--- src/rtl/fsc_pkg.sv ---
package fsc_pkg;
  typedef enum logic [2:0] {
    PH_IDLE  = 3'd0,
    PH_COND  = 3'd1,
    PH_WLINE = 3'd2,
    PH_SENSE = 3'd3,
    PH_DRIVE = 3'd4,
    PH_COMMIT= 3'd5
  } phase_e;
endpackage

--- src/rtl/fsc_sequencer.sv ---
module fsc_sequencer
  import fsc_pkg::*;
(
  input  logic clk,
  input  logic rst_n,
  input  logic rd_req,
  input  logic wr_req,
  output logic ready,
  output logic accept,
  output logic cond_en,
  output logic wl_en,
  output logic sense_en,
  output logic drive_en,
  output logic commit_en
);
  phase_e ph_q, ph_d;

  always_comb begin
    ph_d = ph_q;
    case (ph_q)
      PH_IDLE: begin
        if (wr_req)      ph_d = PH_DRIVE;
        else if (rd_req) ph_d = PH_COND;
      end
      PH_COND:   ph_d = PH_WLINE;
      PH_WLINE:  ph_d = PH_SENSE;
      PH_SENSE:  ph_d = PH_IDLE;
      PH_DRIVE:  ph_d = PH_COMMIT;
      PH_COMMIT: ph_d = PH_IDLE;
      default:   ph_d = PH_IDLE;
    endcase
  end

  always_ff @(posedge clk or negedge rst_n) begin
    if (!rst_n) ph_q <= PH_IDLE;
    else        ph_q <= ph_d;
  end

  assign ready     = (ph_q == PH_IDLE);
  assign accept    = ready && (rd_req || wr_req);
  assign cond_en   = (ph_q == PH_COND);
  assign sense_en  = (ph_q == PH_SENSE);
  assign drive_en  = (ph_q == PH_DRIVE) || (ph_q == PH_COMMIT);
  assign commit_en = (ph_q == PH_COMMIT);
  assign wl_en     = (ph_q == PH_WLINE) || (ph_q == PH_SENSE) || (ph_q == PH_COMMIT);

  // wordline follows conditioning or data drive
  a_r9_wl_after_prep: assert property (@(posedge clk) disable iff (!rst_n)
    $rose(wl_en) |-> $past(cond_en || drive_en));
  // sense only once the wordline has been up a cycle
  a_r9_sense_late: assert property (@(posedge clk) disable iff (!rst_n)
    sense_en |-> $past(wl_en));
  // an accepted request makes the controller busy
  a_r3_busy_after_accept: assert property (@(posedge clk) disable iff (!rst_n)
    accept |=> !ready);
endmodule

--- src/rtl/fsc_row_decoder.sv ---
module fsc_row_decoder #(
  parameter int ROW_W = 4,
  localparam int ROWS = 1 << ROW_W
) (
  input  logic             clk,
  input  logic             rst_n,
  input  logic             en,
  input  logic [ROW_W-1:0] row_idx,
  output logic [ROWS-1:0]  wl
);
  for (genvar r = 0; r < ROWS; r++) begin : g_row
    assign wl[r] = en && (row_idx == ROW_W'(r));
  end

  // never more than one wordline
  a_r2_wl_onehot0: assert property (@(posedge clk) disable iff (!rst_n)
    $onehot0(wl));
  // exactly one wordline when enabled, none otherwise
  a_r2_wl_count: assert property (@(posedge clk) disable iff (!rst_n)
    ($countones(wl) == 1) == en);
endmodule

--- src/rtl/fsc_column.sv ---
module fsc_column #(
  parameter int DATA_LOG2 = 3,
  parameter int FOLD_LOG2 = 2,
  localparam int DATA_W = 1 << DATA_LOG2,
  localparam int FOLD   = 1 << FOLD_LOG2,
  localparam int COLS   = DATA_W * FOLD
) (
  input  logic [FOLD_LOG2-1:0] col_sel,
  input  logic                 drive,
  input  logic [DATA_W-1:0]    wdata,
  input  logic [COLS-1:0]      row_in,
  output logic [COLS-1:0]      col_mask,
  output logic [COLS-1:0]      col_data,
  output logic [DATA_W-1:0]    word
);
  // read side: one FOLD:1 selector per output bit
  for (genvar j = 0; j < DATA_W; j++) begin : g_mux
    logic [FOLD-1:0] grp;
    assign grp     = row_in[j*FOLD +: FOLD];
    assign word[j] = grp[col_sel];
  end

  // write side: column drivers, enabled for the selected interleave slot
  for (genvar c = 0; c < COLS; c++) begin : g_drv
    assign col_mask[c] = drive && (col_sel == FOLD_LOG2'(c % FOLD));
    assign col_data[c] = wdata[c / FOLD];
  end
endmodule

--- src/rtl/fsc_array.sv ---
module fsc_array #(
  parameter int ROW_W = 4,
  parameter int COLS  = 32,
  localparam int ROWS = 1 << ROW_W
) (
  input  logic            clk,
  input  logic [ROWS-1:0] wl,
  input  logic            commit,
  input  logic [COLS-1:0] col_mask,
  input  logic [COLS-1:0] col_data,
  output logic [COLS-1:0] row_out
);
  logic [COLS-1:0] cells [ROWS];

  always_ff @(posedge clk) begin
    for (int r = 0; r < ROWS; r++) begin
      if (commit && wl[r])
        cells[r] <= (cells[r] & ~col_mask) | (col_data & col_mask);
    end
  end

  always_comb begin
    row_out = '0;
    for (int r = 0; r < ROWS; r++) begin
      if (wl[r]) row_out = row_out | cells[r];
    end
  end
endmodule

--- src/rtl/fsc_top.sv ---
module fsc_top #(
  parameter int ADDR_W    = 6,
  parameter int DATA_LOG2 = 3,
  parameter int FOLD_LOG2 = 2,
  localparam int DATA_W = 1 << DATA_LOG2,
  localparam int ROW_W  = ADDR_W - FOLD_LOG2,
  localparam int ROWS   = 1 << ROW_W,
  localparam int COLS   = 1 << (DATA_LOG2 + FOLD_LOG2)
) (
  input  logic              clk,
  input  logic              rst_n,
  input  logic              rd_req,
  input  logic              wr_req,
  input  logic [ADDR_W-1:0] addr,
  input  logic [DATA_W-1:0] wdata,
  output logic              ready,
  output logic              rd_valid,
  output logic [DATA_W-1:0] rd_data
);
  logic [1:0] rst_sync_q;
  logic       rst_i_n;

  always_ff @(posedge clk or negedge rst_n) begin
    if (!rst_n) rst_sync_q <= 2'b00;
    else        rst_sync_q <= {rst_sync_q[0], 1'b1};
  end
  assign rst_i_n = rst_sync_q[1];

  logic accept, cond_en, wl_en, sense_en, drive_en, commit_en;

  fsc_sequencer u_seq (
    .clk(clk), .rst_n(rst_i_n), .rd_req(rd_req), .wr_req(wr_req),
    .ready(ready), .accept(accept), .cond_en(cond_en), .wl_en(wl_en),
    .sense_en(sense_en), .drive_en(drive_en), .commit_en(commit_en)
  );

  logic [ADDR_W-1:0] addr_q, addr_d;
  logic [DATA_W-1:0] wdata_q, wdata_d;

  always_comb begin
    addr_d  = addr_q;
    wdata_d = wdata_q;
    if (accept) begin
      addr_d  = addr;
      wdata_d = wdata;
    end
  end

  always_ff @(posedge clk or negedge rst_i_n) begin
    if (!rst_i_n) begin
      addr_q  <= '0;
      wdata_q <= '0;
    end else begin
      addr_q  <= addr_d;
      wdata_q <= wdata_d;
    end
  end

  logic [ROWS-1:0]   wl;
  logic [COLS-1:0]   row_bits, col_mask, col_data;
  logic [DATA_W-1:0] word;

  fsc_row_decoder #(.ROW_W(ROW_W)) u_dec (
    .clk(clk), .rst_n(rst_i_n), .en(wl_en),
    .row_idx(addr_q[ADDR_W-1:FOLD_LOG2]), .wl(wl)
  );

  fsc_array #(.ROW_W(ROW_W), .COLS(COLS)) u_arr (
    .clk(clk), .wl(wl), .commit(commit_en),
    .col_mask(col_mask), .col_data(col_data), .row_out(row_bits)
  );

  fsc_column #(.DATA_LOG2(DATA_LOG2), .FOLD_LOG2(FOLD_LOG2)) u_col (
    .col_sel(addr_q[FOLD_LOG2-1:0]), .drive(drive_en), .wdata(wdata_q),
    .row_in(row_bits), .col_mask(col_mask), .col_data(col_data), .word(word)
  );

  logic              rd_valid_d;
  logic [DATA_W-1:0] rd_data_d;

  always_comb begin
    rd_valid_d = sense_en;
    rd_data_d  = rd_data;
    if (sense_en) rd_data_d = word;
  end

  always_ff @(posedge clk or negedge rst_i_n) begin
    if (!rst_i_n) begin
      rd_valid <= 1'b0;
      rd_data  <= '0;
    end else begin
      rd_valid <= rd_valid_d;
      rd_data  <= rd_data_d;
    end
  end

  // valid is a single-cycle pulse
  a_r3_valid_pulse: assert property (@(posedge clk) disable iff (!rst_i_n)
    rd_valid |=> !rd_valid);
  // controller is idle when data is delivered
  a_r3_valid_ready: assert property (@(posedge clk) disable iff (!rst_i_n)
    rd_valid |-> ready);
  // latched address holds while busy
  a_r7_addr_hold: assert property (@(posedge clk) disable iff (!rst_i_n)
    !ready |=> $stable(addr_q));
  // write wins over read
  a_r8_write_priority: assert property (@(posedge clk) disable iff (!rst_i_n)
    (accept && wr_req) |=> drive_en);
endmodule

--- config.mk ---
export PLATFORM = sky130hd
export DESIGN_NAME = fsc_top
export DESIGN_NICKNAME = d
export VERILOG_FILES = /design/src/rtl/fsc_pkg.sv /design/src/rtl/fsc_sequencer.sv /design/src/rtl/fsc_row_decoder.sv /design/src/rtl/fsc_column.sv /design/src/rtl/fsc_array.sv /design/src/rtl/fsc_top.sv
export SDC_FILE = /design/constraint.sdc
export NUM_CORES = 1
export LEC_CHECK = 0
export BUFFER_PORTS_ARGS = -buffer_cell sky130_fd_sc_hd__buf_2
export CAP_MARGIN = 20
export CORE_MARGIN = 2
export CORE_UTILIZATION = 60
export DETAILED_ROUTE_END_ITERATION = 8
export PLACE_DENSITY = 0.76
export SYNTH_ARGS = -nofsm -noshare
export SYNTH_HDL_FRONTEND = slang
export SYNTH_SLANG_ARGS = --single-unit
--- constraint.sdc ---
create_clock -name clk -period 2.2 [get_ports clk]
set_clock_uncertainty 0.15 [all_clocks]
set_input_delay 0.22 -clock clk [delete_from_list [all_inputs] [get_ports clk]]
set_output_delay 0.22 -clock clk [all_outputs]
set_load 0.01 [all_outputs]
# After elaboration in Yosys (flattened, before gate mapping)
# Memory sizes are Yosys's and may differ from the RTL's.
# Cells that the tools add are included.
# totals
ram_bits,512
word_cells,252
ff_bits,28
n_memories,1
out_inout_bits,10
inputBits,18
# classes
reduce_logical,59
eq_ne,24
mux,112
order_cmp,1
n_bitwise,49
# memory_table
name,words,width,read_ports,rd_clocked_by_memory_dff,write_ports,line,source
u_arr.cells,16,32,16,0,1,fsc_array.sv:13,logic [COLS-1:0] cells [ROWS];
# op_table
operator,n
32-bit 2-to-1 mux,31
32-bit OR,31
32-bit bitwise AND,17
32-bit OR reduction,15
4-bit 2-to-1 mux,15
1-bit 2-to-1 mux,55
1-bit logical AND,37
4-bit equality test (second input constant),8
32-bit inverter,1
1-bit binary-select mux with 2-bit select,8
4-bit by 3-bit equality test with 1-bit output (second input constant),4
3-bit case mux with 4 select lines,1
4-bit by 2-bit equality test with 1-bit output (second input constant),2
3-bit by 2-bit equality test with 1-bit output (second input constant),2
3-bit equality test (second input constant),2
3-bit 2-to-1 mux,2
2-bit equality test (second input constant),2
4-bit by 1-bit equality test with 1-bit output (second input constant),1
4-bit zero test,1
1-bit logical OR,4
3-bit by 1-bit equality test with 1-bit output (second input constant),1
3-bit zero test,1
2-bit by 3-bit < comparator with 1-bit output (second input constant),1
3-bit != test (second input constant),1
other kinds (2),2

# Logic depth before layout (Yosys ltp)
# depth
ltp_word,37
depth_mapped,11
mapped_depth_nobuf,7

# By module
# Synthesis repeated with hierarchy kept, for this count alone.
# hier_totals
hier_cells,1680
hier_area_um2,23927.9
# by_module_without_submodules
module,area_each_um2,cells_each,seq_area_each_um2,n_inst
fsc_array,22032.4,1513,15374.7,1
fsc_top,893.4,50,625.6,1
fsc_column,689.4,74,0.0,1
fsc_sequencer,195.2,20,75.1,1
fsc_row_decoder,117.6,23,0.0,1

# Worst setup path after synthesis
# No wires, ideal clock.
# synth_path
kind,flip-flop to flip-flop
from,reg addr_q[5]
to,reg with a tool-made name
path_buffers,5
arrival_time_ns,2.131
setup_slack_ns,-0.451
path_stages_with_launch,9
setup_ns,0.370
t_required_ns,1.680
period_less_slack_ns,2.651
cell_sequence,dfrtp_1 buf_4 buf_2 buf_2 buf_2 buf_2 nor3_1 nand2_1 nor2_1
# synth_rtl
element,line,source
"start, declared",fsc_top.sv:37,"logic [ADDR_W-1:0] addr_q, addr_d;"
"start signal, assigned",fsc_top.sv:54,addr_q <= addr_d;

# Worst setup path in the final report
# layout_path
from,reg u_seq.ph_q[2]
to,reg rd_data[6]
# layout_between
elab_chain_cells,37
word_cells_on_any_way,54
cone_classes,3 x eq/ne; 18 x mux; 15 x bitwise; 18 x reduce/logical
# layout_lines
element,line,source
"start, declared",fsc_sequencer.sv:16,"phase_e ph_q, ph_d;"
"start signal, assigned",fsc_sequencer.sv:36,else ph_q <= ph_d;
3-bit by 2-bit equality test with 1-bit output (on tied branches),"fsc_sequencer.sv:45, fsc_sequencer.sv:42",
1-bit logical OR (2 in a row),fsc_sequencer.sv:45,assign wl_en = (ph_q == PH_WLINE) || (ph_q == PH_SENSE) || (ph_q == PH_COMMIT);
1-bit logical AND,fsc_row_decoder.sv:12,assign wl[r] = en && (row_idx == ROW_W'(r));
32-bit 2-to-1 mux,fsc_array.sv:25,if (wl[r]) row_out = row_out | cells[r];
32-bit OR,fsc_array.sv:25,
32-bit 2-to-1 mux,fsc_array.sv:25,
32-bit OR,fsc_array.sv:25,
32-bit 2-to-1 mux,fsc_array.sv:25,
[... 20 more ...],n/a,
32-bit OR,fsc_array.sv:25,
32-bit 2-to-1 mux,fsc_array.sv:25,
32-bit OR,fsc_array.sv:25,
32-bit 2-to-1 mux,fsc_array.sv:25,
32-bit OR,fsc_array.sv:25,
32-bit 2-to-1 mux,fsc_array.sv:25,
1-bit binary-select mux with 2-bit select,fsc_column.sv:20,assign word[j] = grp[col_sel];
1-bit 2-to-1 mux (implied by the code),fsc_column.sv:20,
"end signal, assigned",fsc_top.sv:93,rd_data <= rd_data_d;
"end, declared",fsc_top.sv:18,output logic [DATA_W-1:0] rd_data
# Several ways; a longest one is shown, not always the timed one. The select of a mux whose other input is x is not followed.
# A chain may end at the register's enable or synchronous reset.

==> impl_metrics.csv <==
group,metric,value,unit
clock_tree,clockRootBuffer,"sky130_fd_sc_hd__clkbuf_16",
drt,detail_route.iter0.violations,2723,
min_path,holdCritPathClass,"register to asynchronous set/reset pin",
drt,drtAntennaViolNets,0,
timing,final.period_utilization,1.28,
layout,final_core_utilization,0.820,
global_route,wire_length_of_the_first_global_routing_pass,104000,µm
clock_tree,cts-htree-levels,2,
place,buffer_ports.inserted,27,
yosys,synthFlopType,"sky130_fd_sc_hd__edfxtp_1",
yosys,synth-edff-count,512,
yosys,postSynthNetCount,1356,
timing,worst-slew-pin-transition,0.932,ns
timing,worst_hold_slack,0.137,ns
power,power_switching_share,0.370,
die,die-area,37300,µm²
place,dp_slack,-0.690,ns
critical_path,worst_ep_arrival_time,3.14,ns
clock_tree,cts_buffer_depth,3,
timing,setup-violations-final,520,
power,p_switching,14.8,mW
global_route,grt_start_max_net_pins,66,
critical_path,reg_to_reg_critical_path_startpoint,"u_seq.ph_q[2]",
power,internal_power,25.3,mW
timing,slew_violations,0,
critical_path,startpoint,"u_seq.ph_q[2]",
timing,rsz0062_at_grt,"yes",
timing,max_slew_margin,0.378,
power,power_frac_clock,0.232,
critical_path,setup.worst_path.class,"register to register",
timing,final.setup.worst_slack,-0.625,ns
status,violations,"negative setup slack",
clock_tree,cts-buffers-inserted,53,
power,vdd_drop_max,1.79,mV
power,combPwrFrac,0.426,
yosys,syn_avg_cell_area,16.0,µm²
clock_tree,tritoncts_clock_tree,"yes",
timing,finalWorstPathRequiredPeriod,2.83,ns
drt,dr_total_vias,15800,
power,post-layout-total-power,40.1,mW
place,routabilityCongestion,1.03,
die,core-area,35400,µm²
timing,final-hold-violation-count,0,
status,result_of_the_run,"complete, but fails checks",
layout,mostFrequentLayoutCell,"sky130_fd_sc_hd__edfxtp_1",
clock_tree,insertion_delay,0.61,ns
critical_path,worst_setup_path_start_kind,"register",
layout,n_fill_cell,1671,
die,floorplan.initialDensity,0.607,
global_route,grt_pass1_vias,15500,
layout,final_stage_net_count,1753,
global_route,grt_overflow_total,0,
yosys,yosysUniqueCellTypes,77,
drt,detail_route.drc_violations,0,
power,power_per_cell_area,1380,nW/µm²
drt,dr_pass1_iterations,6,
critical_path,critical_path_peak_fanout,6,
drt,detail_route.wl_per_cell,34.2,µm
timing,fmaxAchievable,354,MHz
global_route,grt_use_total,0.404,
drt,avgViaCountPerCell,7.06,
die,die_w,193,µm
clock_tree,cts.sinks,540,
die,floorplan.die.height,193,µm
yosys,synth.yosys.seq_area_share,0.749,
layout,syn_to_final_growth,35.2,%
clock_tree,clock_pin_slew_of_the_registers_on_the_worst_case_setup_and_hold_paths,0.07,ns
layout,layout.cells.most_common_list,"sky130_fd_sc_hd__edfxtp_1, sky130_fd_sc_hd__buf_4, sky130_fd_sc_hd__buf_6",
yosys,synth_cells,1338,
critical_path,critPathRequiredTime,2.51,ns
yosys,async_reset_ff_frac,0.0519,
yosys,synth-warning-count,0,
drt,routed_wire_length,76500,µm
yosys,post_synth_instance_area,21500,µm²
place,place.detailed.hpwl,47100,µm
power,sequentialPowerShare,0.342,
die,io_pins,28,
power,cellLeakagePower,9.97,nW
critical_path,r2r.worst_path.cells,11,
yosys,synth.ff_latch_count,540,
flow_run,maxCapViolCount,0,
layout,fraction_of_layout_instances_using_a_drive_strength_above_1,0.412,
critical_path,crit_path_end_kind,"register",
global_route,grt_antenna_before_repair,2,
die,fp-row-count,69,
[worst paths after layout]
| path | endpoint | slack, ns |
|---|---|---|
| worst min register to register | wdata_q[7] | 0.14 |
| worst min-delay path | wdata_q[7] | 0.14 |
| worst max-delay path | rd_data[6] | -0.63 |
| max in group asynchronous | addr_q[4] | 1.38 |
| worst max register to register | rd_data[6] | -0.63 |
| min in group clk | rst_sync_q[1] | 0.20 |
[stage by stage]
stage	TNS (ns)	std cells	area, µm²
after global placement	-77.21	2063	24900
after detailed placement	-95.10	2063	24900
final	-126.50	2240	29000
after CTS	-24.52	2216	28300
after floorplan	-12.26	1338	21800
after global routing	-130.00	2239	29000
[power by group through the flow]
stage                     combinational [mW]  clock, mW  sequential [mW]
after floorplan                         5.82          0             14.1
after global placement                  13.0          0             13.9
after detailed placement                13.2          0             13.9
after CTS                               15.2       9.26             13.7
after global routing                    17.3       9.69             13.7
final                                   17.1       9.30             13.7
[critical path, stage by stage (launching register included)]
cell and delay (ns):
sky130_fd_sc_hd__dfrtp_1 0.43, sky130_fd_sc_hd__and3b_2 0.34, sky130_fd_sc_hd__buf_6 0.16, sky130_fd_sc_hd__o21ai_4 0.19
sky130_fd_sc_hd__nor2_1 0.11, sky130_fd_sc_hd__buf_4 0.18, sky130_fd_sc_hd__a21oi_2 0.19, sky130_fd_sc_hd__o211ai_1 0.23
sky130_fd_sc_hd__buf_4 0.21, sky130_fd_sc_hd__o211ai_1 0.19, sky130_fd_sc_hd__buf_4 0.18, sky130_fd_sc_hd__o311ai_1 0.11
[logic make-up (layout without fill, tap and decap cells)]
family	after synthesis	in the layout	synth area share
buffers and inverters	91	531	0.0217
XOR/XNOR	1	1	0.000408
flip-flops	540	540	0.749
multiplexers	124	124	0.0691
AO/OA/AOI/OAI	294	294	0.0992
AND/OR/NAND/NOR	287	287	0.0606
other	1	2	0.000175
[cell type report]
type | count | area (µm²) | area share
Tap cell | 461 | 577 | 0.0199
Multi-Input combinational cell | 707 | 6120 | 0.211
Clock inverter | 29 | 330 | 0.0114
Clock buffer | 69 | 1430 | 0.0492
Timing Repair Buffer | 427 | 4460 | 0.154
Sequential cell | 540 | 16100 | 0.554
Antenna cell | 1 | 2.50 | 0.0000862
Inverter | 6 | 25.0 | 0.000862
[Yosys cell counts, types with 6 or more instances]
library cell / number / share of area
sky130_fd_sc_hd__nor3_1: 20 / 0.0047
sky130_fd_sc_hd__o32ai_1: 8 / 0.0033
sky130_fd_sc_hd__o21ai_0: 46 / 0.011
sky130_fd_sc_hd__a22oi_1: 58 / 0.020
sky130_fd_sc_hd__nand2b_1: 9 / 0.0026
sky130_fd_sc_hd__mux2i_1: 77 / 0.036
sky130_fd_sc_hd__edfxtp_1: 512 / 0.72
sky130_fd_sc_hd__nor2_1: 114 / 0.020
sky130_fd_sc_hd__o221ai_1: 9 / 0.0037
sky130_fd_sc_hd__nand2_1: 79 / 0.014
sky130_fd_sc_hd__buf_2: 39 / 0.0091
sky130_fd_sc_hd__o22ai_1: 19 / 0.0055
sky130_fd_sc_hd__mux4_2: 15 / 0.016
sky130_fd_sc_hd__dfrtp_1: 28 / 0.033
sky130_fd_sc_hd__a31oi_1: 21 / 0.0061
sky130_fd_sc_hd__buf_4: 13 / 0.0045
sky130_fd_sc_hd__a22o_1: 9 / 0.0037
sky130_fd_sc_hd__o211ai_1: 9 / 0.0031
sky130_fd_sc_hd__a221oi_1: 12 / 0.0049
sky130_fd_sc_hd__clkbuf_1: 29 / 0.0051
sky130_fd_sc_hd__a21oi_1: 33 / 0.0077
sky130_fd_sc_hd__and3_1: 6 / 0.0017
sky130_fd_sc_hd__nand3_1: 25 / 0.0058
sky130_fd_sc_hd__nor2b_1: 7 / 0.0020
sky130_fd_sc_hd__mux2_2: 31 / 0.016
[what timing repair did]
| item | CTS | global route |
|---|---|---|
| endpoints found under the hold margin | 18 | 0 |
| cloned | 1 | 3 |
| hold buffers | 18 | 0 |
| buffers inserted | 39 | 20 |
| gates resized for setup | 253 | 119 |
| endpoints found under the setup margin | 520 | 513 |
| pin swaps | 50 | 44 |
[layer usage]
layer / up-vias / global-route usage / wire, µm
li1: 6138 / - / -
met3: 367 / 0.127 / 10600
met2: 1569 / 0.608 / 34600
met4: 0 / 0.217 / 5080
met1: 7735 / 0.530 / 26200
met5: - / 0.0133 / 0
Note: power is estimated with default switching activity, not from simulation.
